**src/rtl/wpp_pkg.sv**
```systemverilog
package wpp_pkg;

  typedef enum logic [2:0] {
    CMD_MEM_RD = 3'd0,
    CMD_MEM_WR = 3'd1,
    CMD_IO_RD  = 3'd2,
    CMD_IO_WR  = 3'd3,
    CMD_REG_RD = 3'd4,
    CMD_REG_WR = 3'd5
  } wppCmd_e;

  // strobes from control to datapath
  typedef struct packed {
    logic issue;  // request accepted this cycle
    logic retry;  // request refused this cycle
    logic cpl;    // completion released this cycle
    logic hold;   // hold currently active
  } wppStrobe_t;

endpackage

```
**src/rtl/wpp_datapath.sv**
```systemverilog
module wpp_datapath
  import wpp_pkg::*;
#(
  parameter int unsigned ADDR_W        = 16,
  parameter int unsigned NREG          = 16,
  parameter int unsigned IDE_PORT      = 'h1F0,
  parameter bit          FORCE_MEM_RSP = 1'b1
) (
  input  logic              clk,
  input  logic              rstN,
  input  logic              reqValid,
  input  logic [2:0]        reqCmd,
  input  logic [ADDR_W-1:0] reqAddr,
  input  logic [NREG-1:0]   regionHit,
  input  logic [NREG-1:0]   regionIsIo,
  input  logic [NREG-1:0]   regionPrefetch,
  input  logic              postIdeEn,
  input  logic              obDone,
  input  logic              obMasterAbort,
  input  wppStrobe_t        stb,
  output logic              needConfirm,
  output logic              decValid,
  output logic              decPost,
  output logic              decSendRsp,
  output logic              decRetry,
  output logic              cplDone,
  output logic              obRspValid,
  output logic              obRspExcep
);

  localparam logic [ADDR_W-1:0] IDE_ADDR  = ADDR_W'(IDE_PORT);
  localparam logic [ADDR_W-1:0] WORD_MASK = ~ADDR_W'(3);

  logic [NREG-1:0] anyBelow;
  logic [NREG-1:0] regionPostVec;
  logic            regionPost;
  logic            ideHit;
  logic            memWrRsp;
  logic            postNow;
  logic            rspNow;

  // lowest-index matching region decides
  genvar gi;
  generate
    for (gi = 0; gi < NREG; gi++) begin : g_region
      if (gi == 0) begin : g_first
        assign anyBelow[gi] = 1'b0;
      end else begin : g_rest
        assign anyBelow[gi] = anyBelow[gi-1] | regionHit[gi-1];
      end
      assign regionPostVec[gi] = regionHit[gi] & ~anyBelow[gi]
                               & regionIsIo[gi] & regionPrefetch[gi];
    end
    if (FORCE_MEM_RSP) begin : g_memRspOn
      assign memWrRsp = 1'b1;
    end else begin : g_memRspOff
      assign memWrRsp = 1'b0;
    end
  endgenerate

  assign regionPost = |regionPostVec;
  assign ideHit     = (reqAddr & WORD_MASK) == (IDE_ADDR & WORD_MASK);

  always_comb begin
    postNow = 1'b0;
    rspNow  = 1'b1;
    case (reqCmd)
      CMD_MEM_WR: begin
        postNow = 1'b1;
        rspNow  = memWrRsp;
      end
      CMD_IO_WR:  postNow = ideHit ? postIdeEn : regionPost;
      default:    postNow = 1'b0;
    endcase
  end

  assign needConfirm = ~postNow;

  always_ff @(posedge clk or negedge rstN) begin
    if (!rstN) begin
      decValid   <= 1'b0;
      decPost    <= 1'b0;
      decSendRsp <= 1'b0;
      decRetry   <= 1'b0;
      cplDone    <= 1'b0;
      obRspValid <= 1'b0;
      obRspExcep <= 1'b0;
    end else begin
      decValid   <= reqValid;
      decPost    <= stb.issue & postNow;
      decSendRsp <= stb.issue & rspNow;
      decRetry   <= stb.retry;
      cplDone    <= stb.cpl;
      obRspValid <= obDone;
      obRspExcep <= obDone & obMasterAbort;
    end
  end

endmodule

```
**src/rtl/wpp_ctrl.sv**
```systemverilog
module wpp_ctrl
  import wpp_pkg::*;
(
  input  logic       clk,
  input  logic       rstN,
  input  logic       reqValid,
  input  logic       needConfirm,
  input  logic       holdEn,
  input  logic       rspValid,
  input  logic       rspExcep,
  input  logic       rspSmi,
  input  logic       xferDone,
  output wppStrobe_t stb
);

  logic busy;
  logic holding;
  logic blocked;
  logic flagged;
  logic startHold;
  logic releaseEvt;
  logic confirmEvt;

  assign blocked    = busy | holding;
  assign flagged    = rspExcep | rspSmi;
  assign startHold  = ~holding & rspValid & holdEn & flagged;
  assign releaseEvt = holding ? xferDone : (rspValid & ~(holdEn & flagged));
  assign confirmEvt = reqValid & ~blocked & needConfirm;

  always_comb begin
    stb.issue = reqValid & ~blocked;
    stb.retry = reqValid & blocked;
    stb.cpl   = releaseEvt;
    stb.hold  = holding;
  end

  always_ff @(posedge clk or negedge rstN) begin
    if (!rstN) begin
      busy    <= 1'b0;
      holding <= 1'b0;
    end else begin
      busy    <= (busy & ~releaseEvt) | confirmEvt;
      holding <= startHold | (holding & ~xferDone);
    end
  end

endmodule

```
**src/rtl/write_post_policy.sv**
```systemverilog
module write_post_policy
  import wpp_pkg::*;
#(
  parameter int unsigned ADDR_W        = 16,
  parameter int unsigned NREG          = 16,
  parameter int unsigned IDE_PORT      = 'h1F0,
  parameter bit          FORCE_MEM_RSP = 1'b1
) (
  input  logic              clk,
  input  logic              rstN,
  input  logic              reqValid,
  input  logic [2:0]        reqCmd,
  input  logic [ADDR_W-1:0] reqAddr,
  input  logic [NREG-1:0]   regionHit,
  input  logic [NREG-1:0]   regionIsIo,
  input  logic [NREG-1:0]   regionPrefetch,
  input  logic              postIdeEn,
  input  logic              holdEn,
  input  logic              rspValid,
  input  logic              rspExcep,
  input  logic              rspSmi,
  input  logic              xferDone,
  input  logic              obDone,
  input  logic              obMasterAbort,
  output logic              decValid,
  output logic              decPost,
  output logic              decSendRsp,
  output logic              decRetry,
  output logic              cplDone,
  output logic              holdBus,
  output logic              obRspValid,
  output logic              obRspExcep
);

  wppStrobe_t stb;
  logic       needConfirm;

  wpp_ctrl u_ctrl (
    .clk(clk), .rstN(rstN), .reqValid(reqValid), .needConfirm(needConfirm),
    .holdEn(holdEn), .rspValid(rspValid), .rspExcep(rspExcep),
    .rspSmi(rspSmi), .xferDone(xferDone), .stb(stb)
  );

  wpp_datapath #(
    .ADDR_W(ADDR_W), .NREG(NREG), .IDE_PORT(IDE_PORT),
    .FORCE_MEM_RSP(FORCE_MEM_RSP)
  ) u_dp (
    .clk(clk), .rstN(rstN), .reqValid(reqValid), .reqCmd(reqCmd),
    .reqAddr(reqAddr), .regionHit(regionHit), .regionIsIo(regionIsIo),
    .regionPrefetch(regionPrefetch), .postIdeEn(postIdeEn),
    .obDone(obDone), .obMasterAbort(obMasterAbort), .stb(stb),
    .needConfirm(needConfirm), .decValid(decValid), .decPost(decPost),
    .decSendRsp(decSendRsp), .decRetry(decRetry), .cplDone(cplDone),
    .obRspValid(obRspValid), .obRspExcep(obRspExcep)
  );

  assign holdBus = stb.hold;

endmodule

```
**config.mk**
```make
export PLATFORM = sky130hd
export DESIGN_NAME = write_post_policy
export DESIGN_NICKNAME = d
export VERILOG_FILES = /design/src/rtl/wpp_pkg.sv /design/src/rtl/wpp_datapath.sv /design/src/rtl/wpp_ctrl.sv /design/src/rtl/write_post_policy.sv
export SDC_FILE = /design/constraint.sdc
export NUM_CORES = 1
export LEC_CHECK = 0
export BUFFER_PORTS_ARGS = -buffer_cell sky130_fd_sc_hd__buf_4
export CAP_MARGIN = 20
export CORE_MARGIN = 5
export CORE_UTILIZATION = 29
export CTS_CLUSTER_DIAMETER = 120
export DETAILED_ROUTE_END_ITERATION = 10
export GPL_ROUTABILITY_DRIVEN = 0
export HOLD_SLACK_MARGIN = 0.06
export PLACE_DENSITY = 0.79
export REMOVE_ABC_BUFFERS = 1
export SYNTH_ARGS = -nofsm -noshare
export SYNTH_HDL_FRONTEND = slang
export SYNTH_SLANG_ARGS = --single-unit
```
**constraint.sdc**
```tcl
create_clock -name clk -period 1.48 [get_ports clk]
set_input_delay 0.296 -clock clk [delete_from_list [all_inputs] [get_ports clk]]
set_output_delay 0.296 -clock clk [all_outputs]
set_load 0.005 [all_outputs]
```
==> Word level (Yosys, flattened, before mapping) <==
Cells that the tools add are included.
{ "totals": {"regBits": 9, "output_inout_bits": 8, "word_cells": 114} }
{ "classes": {"n_eq_ne": 3, "mux": 3, "n_bitwise": 98, "reduce_logical": 1} }
{ "op_table": {"columns": ["op", "count"], "rows": [
  ["$and 1x1->1", 59],
  ["$not 1->1", 21],
  ["$or 1x1->1", 18],
  ["$reduce_or 16->1", 1],
  ["$eq 14x7->1 const B", 1],
  ["$eq 3x1->1 const B", 1],
  ["$eq 3x2->1 const B", 1],
  ["$mux 1", 2],
  ["$pmux 1 s2", 1]
]} }

==> Logic depth before layout (Yosys ltp) <==
{ "depth": {"depth_word": 24, "depth_mapped": 6, "mapped_depth_nobuf": 6} }

==> Modules after synthesis <==
A second synthesis with hierarchy kept.
{ "unflattened": {"cells_unflattened": 63, "hier_area_um2": 606.8} }
{ "modules_own_cells": {"columns": ["mod", "n_inst", "cells_per_inst", "area_each_um2", "seq_area_each_um2"], "rows": [
  ["wpp_datapath", 1, 49, 469.2, 175.2],
  ["wpp_ctrl", 1, 14, 137.6, 50.0]
]} }

==> Worst setup path before layout <==
OpenSTA, ideal clock, no wires.
{ "synth_path": {"path_kind": "input to register", "from": "input regionHit[0]", "to": "register u_ctrl.busy", "arrival_ns": 1.531, "required_time_ns": 1.359, "path_slack_ns": -0.171, "path_stages": 5, "n_path_buf": 0, "path_cell_list": "or3_1 or4_1 a211o_1 a31oi_1 nor2_1"} }
{ "synth_via": {"elab_chain_cells": 24, "elab_cells_between_ends": 82, "cone_classes": "mux (2); bitwise (79); reduce/logical (1)"} }
{ "synth_lines": {"columns": ["element", "line", "text"], "rows": [
  ["start: declaration", "write_post_policy.sv:14", "input logic [NREG-1:0] regionHit,"],
  ["$or 1x1->1 (14 in series)", "wpp_datapath.sv:49", "assign anyBelow[gi] = anyBelow[gi-1] | regionHit[gi-1];"],
  ["$not 1->1", "wpp_datapath.sv:51", "assign regionPostVec[gi] = regionHit[gi] & ~anyBelow[gi]"],
  ["$and 1x1->1", "wpp_datapath.sv:51", null],
  ["$and 1x1->1 (2 in series)", "wpp_datapath.sv:52", "& regionIsIo[gi] & regionPrefetch[gi];"],
  ["$reduce_or 16->1 (*)", "wpp_datapath.sv:61", "assign regionPost = |regionPostVec;"],
  ["$mux 1 (*)", "wpp_datapath.sv:72", "CMD_IO_WR: postNow = ideHit ? postIdeEn : regionPost;"],
  ["$pmux 1 s2 (*)", "wpp_datapath.sv:67", "case (reqCmd)"],
  ["$not 1->1 (*)", "wpp_datapath.sv:77", "assign needConfirm = ~postNow;"],
  ["$and 1x1->1 (*)", "wpp_ctrl.sv:28", "assign confirmEvt = reqValid & ~blocked & needConfirm;"],
  ["$or 1x1->1 (*)", "wpp_ctrl.sv:42", "busy <= (busy & ~releaseEvt) | confirmEvt;"],
  ["end signal: assignment", "wpp_ctrl.sv:42", null],
  ["end: declaration", "wpp_ctrl.sv:16", "logic busy;"]
]} }
Every way passes the cells marked *; elsewhere a longest branch is shown, timed or not.

==> Worst setup path after layout <==
{ "layout_path": {"from": "input regionHit[0]", "to": "register u_dp.decPost"} }
{ "layout_via": {"elab_chain_cells": 22, "elab_cells_between_ends": 80, "cone_classes": "mux (2); bitwise (77); reduce/logical (1)"} }
{ "layout_lines": {"columns": ["element", "line", "text"], "rows": [
  ["$or 1x1->1 (14 in series)", "wpp_datapath.sv:49", null],
  ["$not 1->1", "wpp_datapath.sv:51", null],
  ["$and 1x1->1", "wpp_datapath.sv:51", null],
  ["$and 1x1->1 (2 in series)", "wpp_datapath.sv:52", null],
  ["$reduce_or 16->1 (*)", "wpp_datapath.sv:61", null],
  ["$mux 1 (*)", "wpp_datapath.sv:72", null],
  ["$pmux 1 s2 (*)", "wpp_datapath.sv:67", null],
  ["$and 1x1->1 (*)", "wpp_datapath.sv:90", "decPost <= stb.issue & postNow;"],
  ["end signal: assignment", "wpp_datapath.sv:90", null],
  ["end: declaration", "wpp_datapath.sv:23", "output logic decPost,"]
]} }
Marks and branches as above.

==> qor.tcl <==
set qor(outcome) {finished, violations left}
set qor(violated_checks) {setup timing}
set qor(fin_crit_sh) 1.04
set qor(antenna_found_initial) 0
set qor(yosys_warnings) 0
set qor(detailed_route_vias_per_instance) 5.02
set qor(boundaryPins) 86
set qor(synth_area_per_cell_um2) 8.89
set qor(synthesized_flop_and_latch_total) 9
set qor(synth_instances) 65
set qor(placement_rows) 16
set qor(tritoncts.num_buffers) 3
set qor(ant_nets) 0
set qor(power.leakage_nw) 0.666
set qor(cts_sinks) 9
set qor(min_path_type) {in2reg}
set qor(worst_hold_path_cell_count) 1
set qor(slew_violations) 0
set qor(power-per-cell-area_mw_per_mm2) 584
set qor(slew_at_the_pin_closest_to_its_max_slew_limit_ps) 449
set qor(overflow) 0
set qor(num_antenna_cells) 0
set qor(cts_htree_levels) 1
set qor(multi_input_comb_area_um2) 357
set qor(numPortBuffers) 83
set qor(ys_flop_type) {sky130_fd_sc_hd__dfrtp_1}
set qor(dieArea_mm2) 0.00299
set qor(regToRegSetupSlack_ps) 260
set qor(routed-via-count) 923
set qor(cp.arrival_ps) 1720
set qor(most_common_cell_in_the_netlist) {sky130_fd_sc_hd__dfrtp_1}
set qor(die_w_um) 54.6
set qor(fillcell_total) 171
set qor(synth_async_sr_flop_share) 1.00
set qor(layout.core_utilization) 0.691
set qor(area.sequential_um2) 225
set qor(first_iter_violations) 5
set qor(chipHeight_um) 54.6
set qor(max-slew-margin-rel) 0.700
set qor(critical_path_class) {in2reg}
set qor(synth.cells.most_frequent) {sky130_fd_sc_hd__dfrtp_1 (9), sky130_fd_sc_hd__nand2_1 (7), sky130_fd_sc_hd__a31oi_1 (5), sky130_fd_sc_hd__nand4b_1 (5)}
set qor(final_period_minus_worst_setup_slack_ps) 1540
set qor(r2r_end) {u_ctrl.busy}
set qor(initial_utilization) 0.301
set qor(regToRegStartpoint) {u_ctrl.holding}
set qor(fin_ws_ps) -56.3
set qor(timing.fmax_mhz) 651
set qor(synth_top_cell_by_area) {sky130_fd_sc_hd__dfrtp_1}
set qor(routed_wirelength_um) 2430
set qor(synth-seq-area-share) 0.390
set qor(groute.usage.overall) 0.163
set qor(total_power_mw) 0.775
set qor(synth_largest_type_area_fraction) 0.390
set qor(timing.final.setup_violations) 2
set qor(final-hold-violation-count) 0
set qor(fin_skew_ps) 7.72
set qor(root_buffer) {sky130_fd_sc_hd__clkbuf_4}
set qor(flow.area_growth_from_synthesis_pct) 130
set qor(grt_pass1_vias) 940
set qor(r2r.worst_path.cells) 6
set qor(cts.clk_slew.worst_paths_ps) 60
set qor(syn-cell-area_um2) 578
set qor(worstPathMaxFanout) 2
set qor(rsz0062_at_grt) {yes}
set qor(drc_errors) 0
set qor(floorplan.core_area_mm2) 0.00192
set qor(min_delay_src) {obDone}
set qor(startpoint_type) {primary input}
set qor(dr.pass1.iters) 4
set qor(post_route_cells_drive_above_1_share) 0.618
set qor(finalSetupTns_ps) -104
set qor(synth.top_cells.by_area) {sky130_fd_sc_hd__dfrtp_1 (39%), sky130_fd_sc_hd__nand4b_1 (7.6%), sky130_fd_sc_hd__a31oi_1 (5.4%), sky130_fd_sc_hd__nand2_1 (4.5%), sky130_fd_sc_hd__or4_1 (3.9%)}
set qor(maxCapViolations) 0
set qor(grt_first_pass_wirelength_um) 3550
set qor(whs_ps) 150
set qor(timing.critical_path.to_type) {flip-flop}
set qor(data_required_time_at_the_worst_endpoint_ps) 1660
set qor(grt_max_degree) 10
set qor(worst_hold_path.endpoint) {u_dp.obRspValid}
set qor(clock_latency_ps) 260
set qor(synth_edf_count) 0
set qor(cts_tree) {built}
set qor(routedWlPerCell_um) 13.2
set qor(nNetsFinal) 236
set qor(detailed_placer_s_ending_hpwl_um) 2180
set qor(ctsLongestPathBuffers) 2
set qor(ys_types) 26
set qor(max-vdd-ir-drop_v) 0.000363
## worst max-delay path by stage
stage	cells after the start	start	to
2_1_floorplan	5	regionHit[0]	u_ctrl.busy
3_3_place_gp	6	regionHit[0]	u_ctrl.busy
3_5_place_dp	6	regionHit[0]	u_ctrl.busy
4_1_cts	6	regionHit[0]	u_dp.decPost
5_1_grt	6	regionHit[0]	u_dp.decPost
6_report	6	regionHit[0]	u_dp.decPost
## power by group
part           leakage (nW)  internal, mW  switching [mW]
combinational         0.537         0.203          0.0962
clock                0.0150         0.104          0.0793
sequential            0.113         0.277          0.0160
## state kept, by name (all words and copies together), names as in the netlist
signal,cells
u_ctrl.busy,1
u_dp.obRspExcep,1
u_dp.decPost,1
u_dp.cplDone,1
u_dp.decValid,1
u_dp.decSendRsp,1
u_dp.obRspValid,1
u_dp.decRetry,1
u_ctrl.holding,1
## cells in the final DEF (no fill, tap or decap), drive strengths merged, types with 2 or more instances in the layout
cell     n
nand2    8
a21oi    2
nand3    4
clkbuf   4
o21a     2
o21ai    2
nand4b   5
inv      4
a311oi   2
a31oi    5
o22ai    3
and2     2
buf     87
a221oi   2
nor2     3
dfrtp    9
or4      3
and3     2
## logic make-up (layout without fill, tap and decap cells)
kind of cell / after synthesis / count (layout) / share of synthesized area
flip-flops: 9 / 9 / 0.390
AO/OA/AOI/OAI: 20 / 20 / 0.251
AND/OR/NAND/NOR: 32 / 32 / 0.333
buffers and inverters: 4 / 96 / 0.0260
## through the flow
step           worst slack (ps)  cell area [µm²]  instances
2_1_floorplan              -171              578         65
3_3_place_gp               -326             1250        177
3_5_place_dp               -355             1250        177
4_1_cts                   -45.9             1300        182
5_1_grt                   -74.4             1330        184
6_report                  -56.3             1330        184
## worst max-delay path, stage by stage
cell and delay, ps:
sky130_fd_sc_hd__buf_6 90, sky130_fd_sc_hd__or3_4 370, sky130_fd_sc_hd__or4_4 430, sky130_fd_sc_hd__a211o_1 270, sky130_fd_sc_hd__and3_4 180, sky130_fd_sc_hd__o22ai_2 80
## routing by layer
layer,wire (µm),track usage,up-vias
li1,-,-,442
met1,723,0.133,424
met2,1430,0.343,55
met3,260,0.0545,2
met4,20,0.0539,0
met5,0,0,-
## final cells by class
| type | instances | share of cell area |
|---|---|---|
| repair buffers | 88 | 0.505 |
| multi-input cells | 52 | 0.269 |
| well taps | 27 | 0.0254 |
| inverters | 4 | 0.0113 |
| flip-flops and latches | 9 | 0.170 |
| clock buffers | 4 | 0.0198 |
## what timing repair did
item	CTS	global route
pin swaps	1	0
resized for setup	4	2
setup endpoints to repair	2	2
setup buffers	0	2
hold buffers	1	0
hold endpoints to repair	9	0
Note: power is estimated with default switching activity, not from simulation.
